$ cat src/rtl/uart_lr_pkg.sv
package uart_lr_pkg;
  typedef enum logic [1:0] {
    RT_PINS = 2'd0,
    RT_LOOP = 2'd1,
    RT_WIRE = 2'd2
  } route_e;

  typedef enum logic [1:0] {
    RX_IDLE  = 2'd0,
    RX_START = 2'd1,
    RX_DATA  = 2'd2,
    RX_STOP  = 2'd3
  } rx_state_e;

  localparam int unsigned WORD_W = 9;
  localparam int unsigned FRAME_MAX = WORD_W + 2;

  function automatic route_e pick_route(input logic loop_en, input logic src_sel);
    if (!loop_en) return RT_PINS;
    return src_sel ? RT_WIRE : RT_LOOP;
  endfunction
endpackage

$ cat src/rtl/uart_lr_baud.sv
module uart_lr_baud #(
  parameter int unsigned CLK_DIV = 4
) (
  input  logic clk,
  input  logic rst_n,
  output logic tick
);
  localparam int unsigned CW = $clog2(CLK_DIV + 1);
  logic [CW-1:0] cnt;

  always_ff @(posedge clk or negedge rst_n) begin
    if (!rst_n) begin
      cnt  <= '0;
      tick <= 1'b0;
    end else if (cnt == CW'(CLK_DIV - 1)) begin
      cnt  <= '0;
      tick <= 1'b1;
    end else begin
      cnt  <= cnt + 1'b1;
      tick <= 1'b0;
    end
  end
endmodule

$ cat src/rtl/uart_lr_tx.sv
module uart_lr_tx
  import uart_lr_pkg::*;
#(
  parameter int unsigned OVS = 16
) (
  input  logic              clk,
  input  logic              rst_n,
  input  logic              tick,
  input  logic              nine,
  input  logic [WORD_W-1:0] data,
  input  logic              valid,
  output logic              ready,
  output logic              line,
  output logic              busy
);
  localparam int unsigned CW = $clog2(OVS);
  localparam int unsigned BW = $clog2(FRAME_MAX + 1);

  logic [FRAME_MAX-1:0] shreg;
  logic [CW-1:0]        cnt;
  logic [BW-1:0]        bitn;
  logic [BW-1:0]        last_bit;
  logic                 active;

  always_ff @(posedge clk or negedge rst_n) begin
    if (!rst_n) begin
      shreg    <= '1;
      cnt      <= '0;
      bitn     <= '0;
      last_bit <= '0;
      active   <= 1'b0;
    end else if (!active) begin
      if (valid) begin
        if (nine) begin
          shreg    <= {1'b1, data[8], data[7:0], 1'b0};
          last_bit <= BW'(FRAME_MAX - 1);
        end else begin
          shreg    <= {2'b11, data[7:0], 1'b0};
          last_bit <= BW'(FRAME_MAX - 2);
        end
        cnt    <= '0;
        bitn   <= '0;
        active <= 1'b1;
      end
    end else if (tick) begin
      if (cnt == CW'(OVS - 1)) begin
        cnt   <= '0;
        shreg <= {1'b1, shreg[FRAME_MAX-1:1]};
        bitn  <= bitn + 1'b1;
        if (bitn == last_bit) active <= 1'b0;
      end else begin
        cnt <= cnt + 1'b1;
      end
    end
  end

  assign ready = !active;
  assign busy  = active;
  assign line  = shreg[0];
endmodule

$ cat src/rtl/uart_lr_rx.sv
module uart_lr_rx
  import uart_lr_pkg::*;
#(
  parameter int unsigned OVS = 16
) (
  input  logic              clk,
  input  logic              rst_n,
  input  logic              tick,
  input  logic              nine,
  input  logic              serial_in,
  output logic [WORD_W-1:0] data,
  output logic              valid,
  output logic              ferr
);
  localparam int unsigned CW   = $clog2(OVS);
  localparam int unsigned BW   = $clog2(WORD_W + 1);
  localparam int unsigned MIDC = OVS / 2 - 2;

  logic [1:0]        sync;
  logic              smp;
  logic              prev;
  rx_state_e         state;
  logic [CW-1:0]     cnt;
  logic [BW-1:0]     bitn;
  logic [BW-1:0]     last_bit;
  logic              long_frm;
  logic [WORD_W-1:0] shreg;

  always_ff @(posedge clk or negedge rst_n) begin
    if (!rst_n) sync <= 2'b11;
    else        sync <= {sync[0], serial_in};
  end
  assign smp = sync[1];

  always_ff @(posedge clk or negedge rst_n) begin
    if (!rst_n) begin
      prev     <= 1'b1;
      state    <= RX_IDLE;
      cnt      <= '0;
      bitn     <= '0;
      last_bit <= '0;
      long_frm <= 1'b0;
      shreg    <= '0;
      data     <= '0;
      valid    <= 1'b0;
      ferr     <= 1'b0;
    end else begin
      valid <= 1'b0;
      ferr  <= 1'b0;
      if (tick) begin
        prev <= smp;
        unique case (state)
          RX_IDLE: begin
            if (prev && !smp) begin
              state    <= RX_START;
              cnt      <= '0;
              long_frm <= nine;
              last_bit <= nine ? BW'(WORD_W - 1) : BW'(WORD_W - 2);
            end
          end
          RX_START: begin
            if (cnt == CW'(MIDC)) begin
              cnt   <= '0;
              bitn  <= '0;
              state <= smp ? RX_IDLE : RX_DATA;
            end else begin
              cnt <= cnt + 1'b1;
            end
          end
          RX_DATA: begin
            if (cnt == CW'(OVS - 1)) begin
              cnt   <= '0;
              shreg <= {smp, shreg[WORD_W-1:1]};
              bitn  <= bitn + 1'b1;
              if (bitn == last_bit) state <= RX_STOP;
            end else begin
              cnt <= cnt + 1'b1;
            end
          end
          RX_STOP: begin
            if (cnt == CW'(OVS - 1)) begin
              cnt   <= '0;
              state <= RX_IDLE;
              valid <= 1'b1;
              ferr  <= !smp;
              data  <= long_frm ? shreg : {1'b0, shreg[WORD_W-1:1]};
            end else begin
              cnt <= cnt + 1'b1;
            end
          end
          default: state <= RX_IDLE;
        endcase
      end
    end
  end
endmodule

$ cat src/rtl/uart_lr_route.sv
module uart_lr_route
  import uart_lr_pkg::*;
(
  input  logic loop_en,
  input  logic src_sel,
  input  logic tx_line,
  input  logic tx_busy,
  input  logic pin_rd,
  input  logic rxd,
  output logic rx_in,
  output logic drive_en
);
  route_e rt;

  always_comb begin
    rt = pick_route(loop_en, src_sel);
    unique case (rt)
      RT_LOOP: begin
        rx_in    = tx_line;
        drive_en = 1'b1;
      end
      RT_WIRE: begin
        rx_in    = pin_rd;
        drive_en = tx_busy;
      end
      default: begin
        rx_in    = rxd;
        drive_en = 1'b1;
      end
    endcase
  end
endmodule

$ cat src/rtl/uart_loop_xcvr.sv
module uart_loop_xcvr
  import uart_lr_pkg::*;
#(
  parameter int unsigned CLK_DIV = 4,
  parameter int unsigned OVS     = 16
) (
  input  logic              clk,
  input  logic              rst_n,
  input  logic              cfg_loop,
  input  logic              cfg_src,
  input  logic              cfg_nine,
  input  logic [WORD_W-1:0] tx_data,
  input  logic              tx_valid,
  output logic              tx_ready,
  output logic [WORD_W-1:0] rx_data,
  output logic              rx_valid,
  output logic              rx_ferr,
  output logic              txd_o,
  output logic              txd_oe,
  input  logic              txd_pin_i,
  input  logic              rxd_i
);
  logic tick;
  logic tx_line;
  logic tx_busy;
  logic rx_in;

  uart_lr_baud #(.CLK_DIV(CLK_DIV)) baud_i (
    .clk(clk), .rst_n(rst_n), .tick(tick)
  );

  uart_lr_tx #(.OVS(OVS)) tx_i (
    .clk(clk), .rst_n(rst_n), .tick(tick), .nine(cfg_nine),
    .data(tx_data), .valid(tx_valid), .ready(tx_ready),
    .line(tx_line), .busy(tx_busy)
  );

  uart_lr_route route_i (
    .loop_en(cfg_loop), .src_sel(cfg_src), .tx_line(tx_line),
    .tx_busy(tx_busy), .pin_rd(txd_pin_i), .rxd(rxd_i),
    .rx_in(rx_in), .drive_en(txd_oe)
  );

  uart_lr_rx #(.OVS(OVS)) rx_i (
    .clk(clk), .rst_n(rst_n), .tick(tick), .nine(cfg_nine),
    .serial_in(rx_in), .data(rx_data), .valid(rx_valid), .ferr(rx_ferr)
  );

  assign txd_o = tx_line;
endmodule

$ cat config.mk
export PLATFORM = sky130hd
export DESIGN_NAME = uart_loop_xcvr
export DESIGN_NICKNAME = d
export VERILOG_FILES = /design/src/rtl/uart_lr_pkg.sv /design/src/rtl/uart_lr_baud.sv /design/src/rtl/uart_lr_tx.sv /design/src/rtl/uart_lr_rx.sv /design/src/rtl/uart_lr_route.sv /design/src/rtl/uart_loop_xcvr.sv
export SDC_FILE = /design/constraint.sdc
export NUM_CORES = 1
export LEC_CHECK = 0
export BUFFER_PORTS_ARGS = -buffer_cell sky130_fd_sc_hd__buf_2
export CAP_MARGIN = 20
export CORE_MARGIN = 8
export CORE_UTILIZATION = 51
export CTS_CLUSTER_DIAMETER = 60
export DETAILED_ROUTE_END_ITERATION = 7
export GPL_TIMING_DRIVEN = 0
export PLACE_DENSITY = 0.73
export SLEW_MARGIN = 10
export SYNTH_ARGS = -nofsm -noshare
export SYNTH_HDL_FRONTEND = slang
export SYNTH_HIERARCHICAL = 1
export SYNTH_SLANG_ARGS = --single-unit
$ cat constraint.sdc
create_clock -name clk -period 1.5 [get_ports clk]
set_clock_uncertainty 0.05 [all_clocks]
set_input_delay 0.075 -clock clk [delete_from_list [all_inputs] [get_ports clk]]
set_output_delay 0.075 -clock clk [all_outputs]
set_load 0.02 [all_outputs]
# After elaboration in Yosys (flattened, before gate mapping)
# Cells that the tools add are included.
[totals] reg_bits=66 inputBits=17 wordCells=104
[classes] n_mux=46 reduce_logical=16 n_bitwise=1 n_eq_ne=18 add_sub_neg=5
[ops] op="4-bit two-way mux" count=13
[ops] op="11-bit two-way mux" count=4
[ops] op="2-bit two-way mux" count=9
[ops] op="4-bit by 1-bit adder with 4-bit output, second input constant" count=4
[ops] op="1-bit two-way mux" count=13
[ops] op="4-bit case mux with 3 select lines" count=1
[ops] op="3-bit AND reduction" count=4
[ops] op="10-bit two-way mux" count=1
[ops] op="2-bit by 1-bit != test with 1-bit output, second input constant" count=5
[ops] op="9-bit two-way mux" count=1
[ops] op="4-bit equality test" count=2
[ops] op="4-bit equality test, second input constant" count=2
[ops] op="2-bit case mux with 4 select lines" count=1
[ops] op="4-bit case mux with 2 select lines" count=1
[ops] op="2-bit equality test, second input constant" count=3
[ops] op="2-bit AND reduction" count=3
[ops] op="6-bit AND reduction" count=1
[ops] op="2-bit by 1-bit equality test with 1-bit output, second input constant" count=2
[ops] op="4-bit by 3-bit equality test with 1-bit output, second input constant" count=1
[ops] op="2-bit != test, second input constant" count=2
[ops] op="4-bit AND reduction" count=1
[ops] op="2-bit nonzero test" count=2
[ops] op="3-bit by 1-bit adder with 3-bit output, second input constant" count=1
[ops] op="3-bit by 2-bit equality test with 1-bit output, second input constant" count=1
[ops] op="other kinds (7)" count=8

# Depth between registers and ports, before layout
# Gate-level depths: netlist (run 1).
[depth] depth_word=5 mapped_depth=6 ltp_nobuf=6

# Cells and area by module
# Netlist (run 1), hierarchy kept.
[modules_own_cells] module="uart_lr_rx" n_inst=1 cells_per_inst=135 seq_area_each_um2=879.6 area_each_um2=1610.3
[modules_own_cells] module="uart_lr_tx" n_inst=1 cells_per_inst=107 seq_area_each_um2=563.0 area_each_um2=1146.1
[modules_own_cells] module="uart_lr_baud" n_inst=1 cells_per_inst=8 seq_area_each_um2=100.1 area_each_um2=141.4
[modules_own_cells] module="uart_lr_route" n_inst=1 cells_per_inst=4 seq_area_each_um2=0.0 area_each_um2=26.3

# Least setup slack after synthesis (run 1)
# OpenSTA, ideal clock, no wires.
[synth_path] kind="flip-flop to flip-flop" startpoint="register rx_i.cnt[0]" endpoint="register rx_i.shreg[0]" path_buffers=1 required_ns=1.325 arrival_ns=1.452 path_slack_ns=-0.126 stages_incl_launch_ff=6 setup_time_ns=0.125 path_cell_list="dfrtp_1 > ha_1 > nand3_4 > nor3_4 > buf_6 > mux2_2"
[synth_via] elab_chain_cells=2
[synth_lines] element="from (decl)" line_no="uart_lr_rx.sv:23" rtl="logic [CW-1:0] cnt;"
[synth_lines] element="from (signal assigned)" line_no="uart_lr_rx.sv:67" rtl="cnt <= cnt + 1'b1;"
[synth_lines] element="from (signal assigned)" line_no="uart_lr_rx.sv:77" rtl="cnt <= cnt + 1'b1;"
[synth_lines] element="from (signal assigned)" line_no="uart_lr_rx.sv:88" rtl="cnt <= cnt + 1'b1;"
[synth_lines] element="4-bit equality test" line_no="uart_lr_rx.sv:71" rtl="if (cnt == CW'(OVS - 1)) begin"
[synth_lines] element="3-bit AND reduction (no line)"
[synth_lines] element="to (signal assigned)" line_no="uart_lr_rx.sv:73" rtl="shreg <= {smp, shreg[WORD_W-1:1]};"
[synth_lines] element="to (decl)" line_no="uart_lr_rx.sv:27" rtl="logic [WORD_W-1:0] shreg;"
# Every way passes these cells.
# A chain may end at the register's enable or synchronous reset.

# Worst setup path in the final report (run 1)
[layout_path] startpoint="register rx_i.cnt[1]" endpoint="register rx_i.bitn[0]"
[layout_via] elab_chain_cells=3 elab_cells_between_ends=5 cone_classes="eq/ne: 4; reduce/logical: 1"
[layout_lines] element="4-bit equality test / 4-bit by 3-bit equality test with 1-bit output (equally long branches)" line_no="uart_lr_rx.sv:71, uart_lr_rx.sv:62"
[layout_lines] element="2-bit by 1-bit != test with 1-bit output (no line)"
[layout_lines] element="4-bit AND reduction (no line) (*)"
[layout_lines] element="to (signal assigned)" line_no="uart_lr_rx.sv:74" rtl="bitn <= bitn + 1'b1;"
[layout_lines] element="to (decl)" line_no="uart_lr_rx.sv:24" rtl="logic [BW-1:0] bitn;"
# Mark *: on every way between the ends. The rest lies on a longest branch, timed or not.

==> results of run 1 <==
-- cells by family (layout without fill, tap and decap cells) --
| kind of cell | Yosys count | after routing | share of synthesized area |
|---|---|---|---|
| fa+ha+maj | 6 | 6 | 0.0257 |
| buf+inv | 18 | 94 | 0.0535 |
| flops | 61 | 61 | 0.528 |
| xor+xnor | 7 | 7 | 0.0210 |
| simple gates | 81 | 81 | 0.163 |
| compound gates | 58 | 58 | 0.125 |
| mux | 23 | 23 | 0.0843 |
-- per-layer routing --
metal  track usage  vias up  share of wire
met2         0.247       44           0.49
met1         0.187     1055           0.46
met3        0.0497        7          0.047
met5             0        -              0
met4        0.0644        0          0.011
li1              -     1057              -
-- worst max-delay path, cell delays in order (launching register included) --
cell and delay, ns:
sky130_fd_sc_hd__dfrtp_1 0.40, sky130_fd_sc_hd__buf_6 0.12, sky130_fd_sc_hd__ha_2 0.17, sky130_fd_sc_hd__nor3b_4 0.19
sky130_fd_sc_hd__nor2b_4 0.20, sky130_fd_sc_hd__nor2_2 0.05, sky130_fd_sc_hd__mux2_2 0.25
-- state kept, by name, indices dropped and copies added, names as in the netlist, named ones only --
name and flops:
rx_i/cnt 4, tx_i/cnt 4, rx_i/ferr 1, rx_i/bitn 4
rx_i/data 9, rx_i/state 1, tx_i/bitn 4, rx_i/sync 2
baud_i/cnt 3, rx_i/shreg 9, tx_i/last_bit 3, rx_i/valid 1
rx_i/last_bit 2, tx_i/busy 1, tx_i/shreg 10, baud_i/tick 1
rx_i/prev 1
-- report_power, final --
group          internal [mW]  switching (mW)
registers               2.11           0.368
clock network          0.808           0.625
logic                  0.741           0.729
total                   3.66            1.72
-- metrics by stage --
step | utilization | cell area, µm² | instances | hold WS, ns
floorplan | - | 2950 | 254 | -0.271
detailed placement | 0.576 | 3190 | 356 | 0.145
global route | 0.679 | 3760 | 402 | 0.0486
CTS | 0.667 | 3700 | 399 | 0.0250
global placement | 0.575 | 3190 | 356 | 0.193
finish | 0.679 | 3760 | 402 | 0.00120
-- placed cells by master, fill, tap and decap left out, types with 3 or more instances in the layout --
master	instances
sky130_fd_sc_hd__a21oi_1	20
sky130_fd_sc_hd__buf_2	31
sky130_fd_sc_hd__buf_4	15
sky130_fd_sc_hd__buf_6	10
sky130_fd_sc_hd__clkbuf_8	12
sky130_fd_sc_hd__dfrtp_1	44
sky130_fd_sc_hd__dfrtp_2	4
sky130_fd_sc_hd__dfstp_2	13
sky130_fd_sc_hd__dlygate4sd3_1	13
sky130_fd_sc_hd__ha_1	3
sky130_fd_sc_hd__inv_1	5
sky130_fd_sc_hd__mux2_2	4
sky130_fd_sc_hd__mux2_4	9
sky130_fd_sc_hd__mux2i_1	10
sky130_fd_sc_hd__nand2_1	11
sky130_fd_sc_hd__nand3_1	9
sky130_fd_sc_hd__nor2_1	24
sky130_fd_sc_hd__o211ai_1	3
sky130_fd_sc_hd__o21ai_0	12
sky130_fd_sc_hd__o21ai_1	3
sky130_fd_sc_hd__o31ai_1	3
sky130_fd_sc_hd__o32ai_1	8
sky130_fd_sc_hd__xor2_1	5
-- path summary, 6_finish.rpt --
kind	to	slack (ns)	cells after the start
hold reg to reg	rx_i/sync[1]	0.31	0
setup reg to reg	rx_i/bitn[0]	-0.05	6
max in group asynchronous	baud_i/tick	0.54	2
min in group asynchronous	asynchronous set/reset pin	0.30	2
hold / removal	rx_i/sync[0]	0.001	3
setup / recovery	rx_i/bitn[0]	-0.05	6
-- cell type report --
| type | instances | area share |
|---|---|---|
| sequential | 61 | 0.412 |
| multi-input combinational | 175 | 0.356 |
| timing repair buffer | 60 | 0.115 |
| clock buffer | 12 | 0.0386 |
| buffer | 13 | 0.0369 |
| tap | 72 | 0.0240 |
| clock inverter | 4 | 0.0126 |
| inverter | 5 | 0.00499 |
-- what timing repair did --
action / CTS / global route
endpoints found under the hold margin: 62 / 1
hold buffers: 13 / 1
pin swaps: 5 / 5
setup endpoints to repair: 21 / 38
gates cloned: 0 / 0
gates resized for setup: 19 / 15
buffers inserted: 14 / 3
==> out/metrics.cfg, run 1 <==
[status]
run_status = complete, but fails checks
violated_checks = setup timing

[power]
fin_total_pwr_mw = 5.38
leakagePower_nw = 1.70
power_density_nw_per_um2 = 1430
worst_voltage_drop_across_the_vdd_grid_mv = 0.984

[logic_synthesis]
post_synth_most_frequent_cells = sky130_fd_sc_hd__dfrtp_1, sky130_fd_sc_hd__nor2_1, sky130_fd_sc_hd__a21oi_1, sky130_fd_sc_hd__o21ai_0
postSynth.asyncResetShare = 1.00
synth_edf_count = 0
yosysMostFrequentCell = sky130_fd_sc_hd__dfrtp_1
post_synth_instance_area_um2 = 2920
postSynth.topFlopCell = sky130_fd_sc_hd__dfrtp_1
synth.yosys.seq_area_share = 0.528
yosysWarningCount = 6
synth_nets = 277
synthDominantCellAreaShare = 0.411
synth_cell_type_count = 46
synth.avg_cell_area_um2 = 11.5
synthDominantAreaCellType = sky130_fd_sc_hd__dfrtp_1
synth_seq_cells = 61
ys_top_cells_by_area = sky130_fd_sc_hd__dfrtp_1, sky130_fd_sc_hd__dfstp_2, sky130_fd_sc_hd__mux2_2, sky130_fd_sc_hd__a21oi_1, sky130_fd_sc_hd__mux2i_1
synth_cells = 254

[layout]
multiInputGateArea_um2 = 1340
num_antenna_cells = 0
fillerInstances = 404
design.final.nets = 348
final_layout_size_suffix_gt1_frac = 0.394
areaGrowthSynthToFinish_pct = 28.6
regArea_um2 = 1550

[timing]
fin_tns_setup_ns = -0.262
layout_worst_path_cycle_share = 1.03
max_slew.worst_pin.slew_ns = 0.759
max_slew_margin = 0.494
hold_viol = 0
finalSetupViolations = 10
layout_min_cycle_time_ns = 1.55
final-max-slew-violation-count = 0
fmax_ghz = 0.645
rsz0062_at_grt = true
worst_slack_ns = -0.0501

[placed_design]
dp_slack_ns = -0.143
gp_congestion = 0.766
dpl.hpwl_mm = 3.70
buffer_ports.inserted = 30

[routing]
ant_nets = 0
routed_wl_mm = 6.21
number_of_vias_per_cell_after_detailed_routing = 5.38
firstDrtPassIters = 4
via_count = 2163
remaining_drc_errors = 0
detailedRoute.firstIterationViolations = 62
routed_wire_per_std_cell_um = 15.4

[setup_path]
cp_max_fo = 3
setup.worst_path.start = rx_i/cnt[1]
arrival_ns = 1.72
critical_path_class = reg2reg
required_ns = 1.67
r2r_start = rx_i/cnt[1]
crit_path_end_kind = flip-flop
start_kind = flip-flop

[global_route]
grt_start_max_net_pins = 62
globalRoute.totalOverflow = 0
vias_in_the_first_global_route = 2144
first_pass_grt_wire_length_mm = 10.5
grt_antenna_before_repair = 0
globalRouteTotalUtil = 0.154

[floorplan]
die_area_um2 = 8410
rows = 27
core-area_um2 = 5540
start_util = 0.528
boundary_pin_count = 31
die_w_um = 91.7
die_h_um = 91.7

[cts]
cts-root-buf = sky130_fd_sc_hd__clkbuf_8
tritoncts = yes
cts.sinks = 61
clk_pin_slew_worst_paths_ns = 0.07
clk_path_buf_depth = 2
worstSkewPairLatency_ns = 0.34
cts_inserted_buffers = 9
clock_tree.htree_level_count = 3

[run]
reported_max_cap_violation_count = 0

[min_path]
worst_hold_path_type = in2reg
hp-start = txd_pin_i

Note: power is estimated with default switching activity, not from simulation.
==> run 2: changes to the inputs <==
--- a/config.mk
+++ b/config.mk
@@ -12,6 +12,7 @@
 export CTS_CLUSTER_DIAMETER = 60
 export DETAILED_ROUTE_END_ITERATION = 7
 export GPL_TIMING_DRIVEN = 0
+export MAX_ROUTING_LAYER = met4
 export PLACE_DENSITY = 0.73
 export SLEW_MARGIN = 10
 export SYNTH_ARGS = -nofsm -noshare
==> run 2 against run 1 <==
Sequential share of layout area unchanged. Power hardly changed. Critical path type unchanged. Non-clock buffer count stayed put. Highest routed layer unchanged. The run still ends with setup timing left.
==> out/metrics.cfg, run 2 (synthesized netlist as in run 1, its figures left out) <==
[timing]
layout_worst_path_cycle_share = 1.03
layout_min_cycle_time_ns = 1.55
fmax_ghz = 0.645
max_slew.worst_pin.slew_ns = 0.757
worst_slack_ns = -0.0509
hold_viol = 0
fin_tns_setup_ns = -0.278
max_slew_margin = 0.496
final-max-slew-violation-count = 0
finalSetupViolations = 10
fin_worst_hold_slack_ns = 0.00276
rsz0062_at_grt = true

[cts]
worstSkewPairLatency_ns = 0.33
cts_inserted_buffers = 9
clk_path_buf_depth = 2
clock_tree.htree_level_count = 3
cts.sinks = 61
tritoncts = yes
clk_pin_slew_worst_paths_ns = 0.07
cts-root-buf = sky130_fd_sc_hd__clkbuf_8

[floorplan]
die_area_um2 = 8410
die_h_um = 91.7
boundary_pin_count = 31
core-area_um2 = 5540
die_w_um = 91.7
rows = 27
start_util = 0.528

[status]
violated_checks = setup timing
run_status = complete, but fails checks

[layout]
design.final.nets = 348
fillerInstances = 404
layout_commonest_cell = sky130_fd_sc_hd__dfrtp_1
final_layout_size_suffix_gt1_frac = 0.394
layout.cell_area.non_filler_um2 = 3760
instances_no_fill = 402
largest_registers = tx_i/shreg: 10 flops, rx_i/data: 9 flops, rx_i/shreg: 9 flops
final_core_util = 0.679
areaGrowthSynthToFinish_pct = 28.6
most_frequent_cells_in_the_layout = sky130_fd_sc_hd__dfrtp_1, sky130_fd_sc_hd__buf_2, sky130_fd_sc_hd__nor2_1
largest_reg_flops = 10
num_antenna_cells = 0
register_name_with_the_most_flops = tx_i/shreg

[routing]
routed_wl_mm = 6.23
detailedRoute.firstIterationViolations = 79
routed_wire_per_std_cell_um = 15.5
number_of_vias_per_cell_after_detailed_routing = 5.39
via_count = 2165
firstDrtPassIters = 4
remaining_drc_errors = 0
ant_nets = 0

[placed_design]
dpl.hpwl_mm = 3.70
dp_slack_ns = -0.143
gp_congestion = 0.777
total_placed_cells_including_tap_cells = 356
buffer_ports.inserted = 30
dpl_cell_area_um2 = 3190

[power]
fin_total_pwr_mw = 5.38
leakagePower_nw = 1.70
worst_voltage_drop_across_the_vdd_grid_mv = 0.991
power_density_nw_per_um2 = 1430

[global_route]
grt_start_max_net_pins = 62
first_pass_grt_wire_length_mm = 10.5
globalRouteTotalUtil = 0.158
grt_antenna_before_repair = 0
globalRoute.totalOverflow = 0
vias_in_the_first_global_route = 2148

[setup_path]
cp_max_fo = 3
crit_path_end_kind = flip-flop
arrival_ns = 1.72
critical_path_class = reg2reg
required_ns = 1.67
start_kind = flip-flop

[min_path]
worst_hold_path_type = in2reg

[run]
reported_max_cap_violation_count = 0

-- run 2: cell counts in the layout (fill, tap and decap cells not counted) --
Identical to the previous run, type by type.
-- run 2: routing by layer --
| layer | track usage | routed length (µm) | up-vias |
|---|---|---|---|
| met5 | - | 0 | - |
| met4 | 0.0644 | 81 | 0 |
| met3 | 0.0481 | 272 | 7 |
| met1 | 0.188 | 2870 | 1060 |
| li1 | - | - | 1055 |
| met2 | 0.247 | 3000 | 43 |
-- run 2: path summary, 6_finish.rpt --
path,start,end,slack (ns),cells after the start
setup / recovery,rx_i/cnt[1],rx_i/bitn[0],-0.05,6
hold / removal,txd_pin_i,rx_i/sync[0],0.003,3
setup reg to reg,rx_i/cnt[1],rx_i/bitn[0],-0.05,6
hold reg to reg,rx_i/sync[0],rx_i/sync[1],0.31,0
max in group asynchronous,rst_n,baud_i/tick,0.55,2
min in group asynchronous,rst_n,asynchronous set/reset pin,0.30,2
-- run 2: repair_timing --
action | in CTS | in global routing
resized for setup | 19 | 15
pin swaps | 5 | 5
setup buffers | 14 | 3
hold buffers | 13 | 1
endpoints found under the hold margin | 62 | 1
setup endpoints to repair | 21 | 38
-- run 2: area by class of cell --
class                      count  area [µm²]  area share
multi-input combinational    175        1340       0.356
inverter                       5        18.8     0.00499
clock buffer                  12         145      0.0386
clock inverter                 4        47.5      0.0126
tap                           72        90.1      0.0240
buffer                        13         139      0.0369
timing repair buffer          60         434       0.115
sequential                    61        1550       0.412
-- run 2: report_power, final --
part	leakage [nW]	total (mW)	internal (mW)	switching, mW
clock	0.0964	1.44	0.808	0.629
combinational	0.847	1.47	0.739	0.728
sequential	0.758	2.48	2.11	0.371
total	1.70	5.38	3.66	1.73
-- run 2: critical path, stage by stage (launching register included) --
cell	delay, ns
sky130_fd_sc_hd__dfrtp_1	0.40
sky130_fd_sc_hd__buf_6	0.12
sky130_fd_sc_hd__ha_2	0.16
sky130_fd_sc_hd__nor3b_4	0.19
sky130_fd_sc_hd__nor2b_4	0.20
sky130_fd_sc_hd__nor2_2	0.05
sky130_fd_sc_hd__mux2_2	0.25
==> run 3: changes to the inputs <==
--- a/config.mk
+++ b/config.mk
@@ -12,10 +12,11 @@
 export CTS_CLUSTER_DIAMETER = 60
 export DETAILED_ROUTE_END_ITERATION = 7
 export GPL_TIMING_DRIVEN = 0
-export MAX_ROUTING_LAYER = met4
 export PLACE_DENSITY = 0.73
+export SETUP_SLACK_MARGIN = 0.1
 export SLEW_MARGIN = 10
 export SYNTH_ARGS = -nofsm -noshare
 export SYNTH_HDL_FRONTEND = slang
 export SYNTH_HIERARCHICAL = 1
 export SYNTH_SLANG_ARGS = --single-unit
+export TNS_END_PERCENT = 5
==> run 3 against run 2 <==
The run still ends with setup timing left. Combinational power grew 4%. Sequential power hardly changed. Via count increased by 0.18%. Hold slack gained 0.030 ns. Non-clock buffer count down 3. Die area stayed put. Wire length is 1.3% higher. Global-route usage shrank 0.20 points. First-iteration DRC count down 24%. Final area grew 3.3%. Largest cell class unchanged. Highest routed layer unchanged.
==> out/metrics.cfg, run 3 (synthesized netlist as in run 1, its figures left out) <==
[status]
run_status = complete, but fails checks
violated_checks = setup timing

[global_route]
grt_antenna_before_repair = 0
vias_in_the_first_global_route = 2304
grt_start_max_net_pins = 62
globalRouteTotalUtil = 0.156
globalRoute.totalOverflow = 0
first_pass_grt_wire_length_mm = 10.5

[cts]
worstSkewPairLatency_ns = 0.34
cts_inserted_buffers = 9
clk_pin_slew_worst_paths_ns = 0.06
clk_path_buf_depth = 2
cts-root-buf = sky130_fd_sc_hd__clkbuf_8
cts.sinks = 61
clock_tree.htree_level_count = 3
tritoncts = yes

[setup_path]
critical_path_class = reg2reg
timing.critical_path.cells = ha_4, buf_4, nand4_1, nand3_2, nand3_2, mux2_4
required_ns = 1.67
critPathMostFrequentCell = sky130_fd_sc_hd__nand3_2
start_kind = flip-flop
arrival_ns = 1.69
slowest_stage = sky130_fd_sc_hd__dfrtp_2
cp_max_fo = 3
crit_path_max_incr_delay_ns = 0.44
crit_path_end_kind = flip-flop

[min_path]
worst_hold_path_type = in2reg

[floorplan]
die_area_um2 = 8410
start_util = 0.528
rows = 27
die_w_um = 91.7
boundary_pin_count = 31
die_h_um = 91.7
core-area_um2 = 5540

[routing]
firstDrtPassIters = 4
via_count = 2169
ant_nets = 0
remaining_drc_errors = 0
detailedRoute.firstIterationViolations = 60
routed_wire_per_std_cell_um = 15.8
routed_wl_mm = 6.30
number_of_vias_per_cell_after_detailed_routing = 5.44

[placed_design]
dpl.hpwl_mm = 3.79
gp_congestion = 0.781
buffer_ports.inserted = 30
dpl_cell_area_um2 = 3220

[timing]
final-max-slew-violation-count = 0
worst_slack_ns = -0.0201
layout_worst_path_cycle_share = 1.01
max_slew.worst_pin.slew_ns = 0.778
fin_tns_setup_ns = -0.0383
layout_min_cycle_time_ns = 1.52
max_slew_margin = 0.481
rsz0062_at_grt = true
hold_viol = 0
finalSetupViolations = 6
fmax_ghz = 0.658
fin_worst_hold_slack_ns = 0.0326

[layout]
areaGrowthSynthToFinish_pct = 32.9
largest_registers = tx_i/shreg: 10 flops, rx_i/data: 9 flops, rx_i/shreg: 9 flops
largest_reg_flops = 10
final_core_util = 0.701
most_frequent_cells_in_the_layout = sky130_fd_sc_hd__dfrtp_1, sky130_fd_sc_hd__buf_2, sky130_fd_sc_hd__nor2_1
final_layout_size_suffix_gt1_frac = 0.434
layout_commonest_cell = sky130_fd_sc_hd__dfrtp_1
layout.cell_area.non_filler_um2 = 3880
num_antenna_cells = 0
register_name_with_the_most_flops = tx_i/shreg
design.final.nets = 345

[power]
power_density_nw_per_um2 = 1470
fin_total_pwr_mw = 5.73
leakagePower_nw = 1.73
worst_voltage_drop_across_the_vdd_grid_mv = 0.946

[run]
reported_max_cap_violation_count = 0

[run 3: cell count changes in the layout (fill, tap and decap cells not counted), moves of 2 or more]
cell	previous run	this run
sky130_fd_sc_hd__clkbuf_8	12	14
sky130_fd_sc_hd__o32ai_2	0	2
sky130_fd_sc_hd__nand3_1	9	7
sky130_fd_sc_hd__buf_4	15	11
sky130_fd_sc_hd__a21oi_1	20	12
sky130_fd_sc_hd__clkinv_2	2	0
sky130_fd_sc_hd__nand3_2	2	4
sky130_fd_sc_hd__a21oi_2	0	5
sky130_fd_sc_hd__o32ai_1	8	6
sky130_fd_sc_hd__a21oi_4	0	3
[run 3: per-stage QoR]
stage          instances  setup WS, ns
2_1_floorplan        254      -0.00509
3_3_place_gp         356        -0.151
3_5_place_dp         356        -0.165
4_1_cts              394       -0.0902
5_1_grt              399       -0.0838
6_report             399       -0.0201
[run 3: layer usage]
metal	track usage	wire, µm
met5	0	0
met4	0.0752	105
met3	0.0473	286
met2	0.248	3040
met1	0.190	2880
[run 3: path summary, 6_finish.rpt]
path	start	end	slack, ns	depth (start not counted)
setup / recovery	rx_i/cnt[0]	flip-flop	-0.02	6
hold / removal	cfg_src	rx_i/sync[0]	0.03	3
setup reg to reg	rx_i/cnt[0]	flip-flop	-0.02	6
hold reg to reg	rx_i/sync[0]	rx_i/sync[1]	0.30	0
max in group asynchronous	rst_n	tx_i/cnt[1]	0.53	2
min in group asynchronous	rst_n	rx_i/cnt[0]	0.29	2
[run 3: critical path: cells and delay by family, from the launching register on]
family / cells / cell delay, ns
adders and majority gates: 1 / 0.18
buffers and inverters: 1 / 0.14
DFF: 1 / 0.44
muxes: 1 / 0.29
and+or+nand+nor: 3 / 0.30
[run 3: repair_timing]
action	CTS	global route
hold buffers	14	0
pin swaps	13	11
setup endpoints to repair	38	44
gates cloned	1	0
setup buffers	7	5
resized for setup	27	20
hold endpoints to repair	62	0
[run 3: layout make-up]
type / instances / area [µm²]
Buffer: 13 / 151
Clock buffer: 13 / 169
Clock inverter: 3 / 67.6
Fill cell: 387 / 1660
Inverter: 5 / 18.8
Multi-Input combinational cell: 175 / 1440
Sequential cell: 61 / 1550
Tap cell: 72 / 90.1
Timing Repair Buffer: 57 / 402
[run 3: report_power, final]
part           leakage (nW)  total, mW  internal, mW  switching [mW]
Combinational         0.856       1.53         0.736           0.790
Sequential            0.757       2.49          2.11           0.378
Clock                 0.116       1.71          1.07           0.640
Total                  1.73       5.73          3.92            1.81
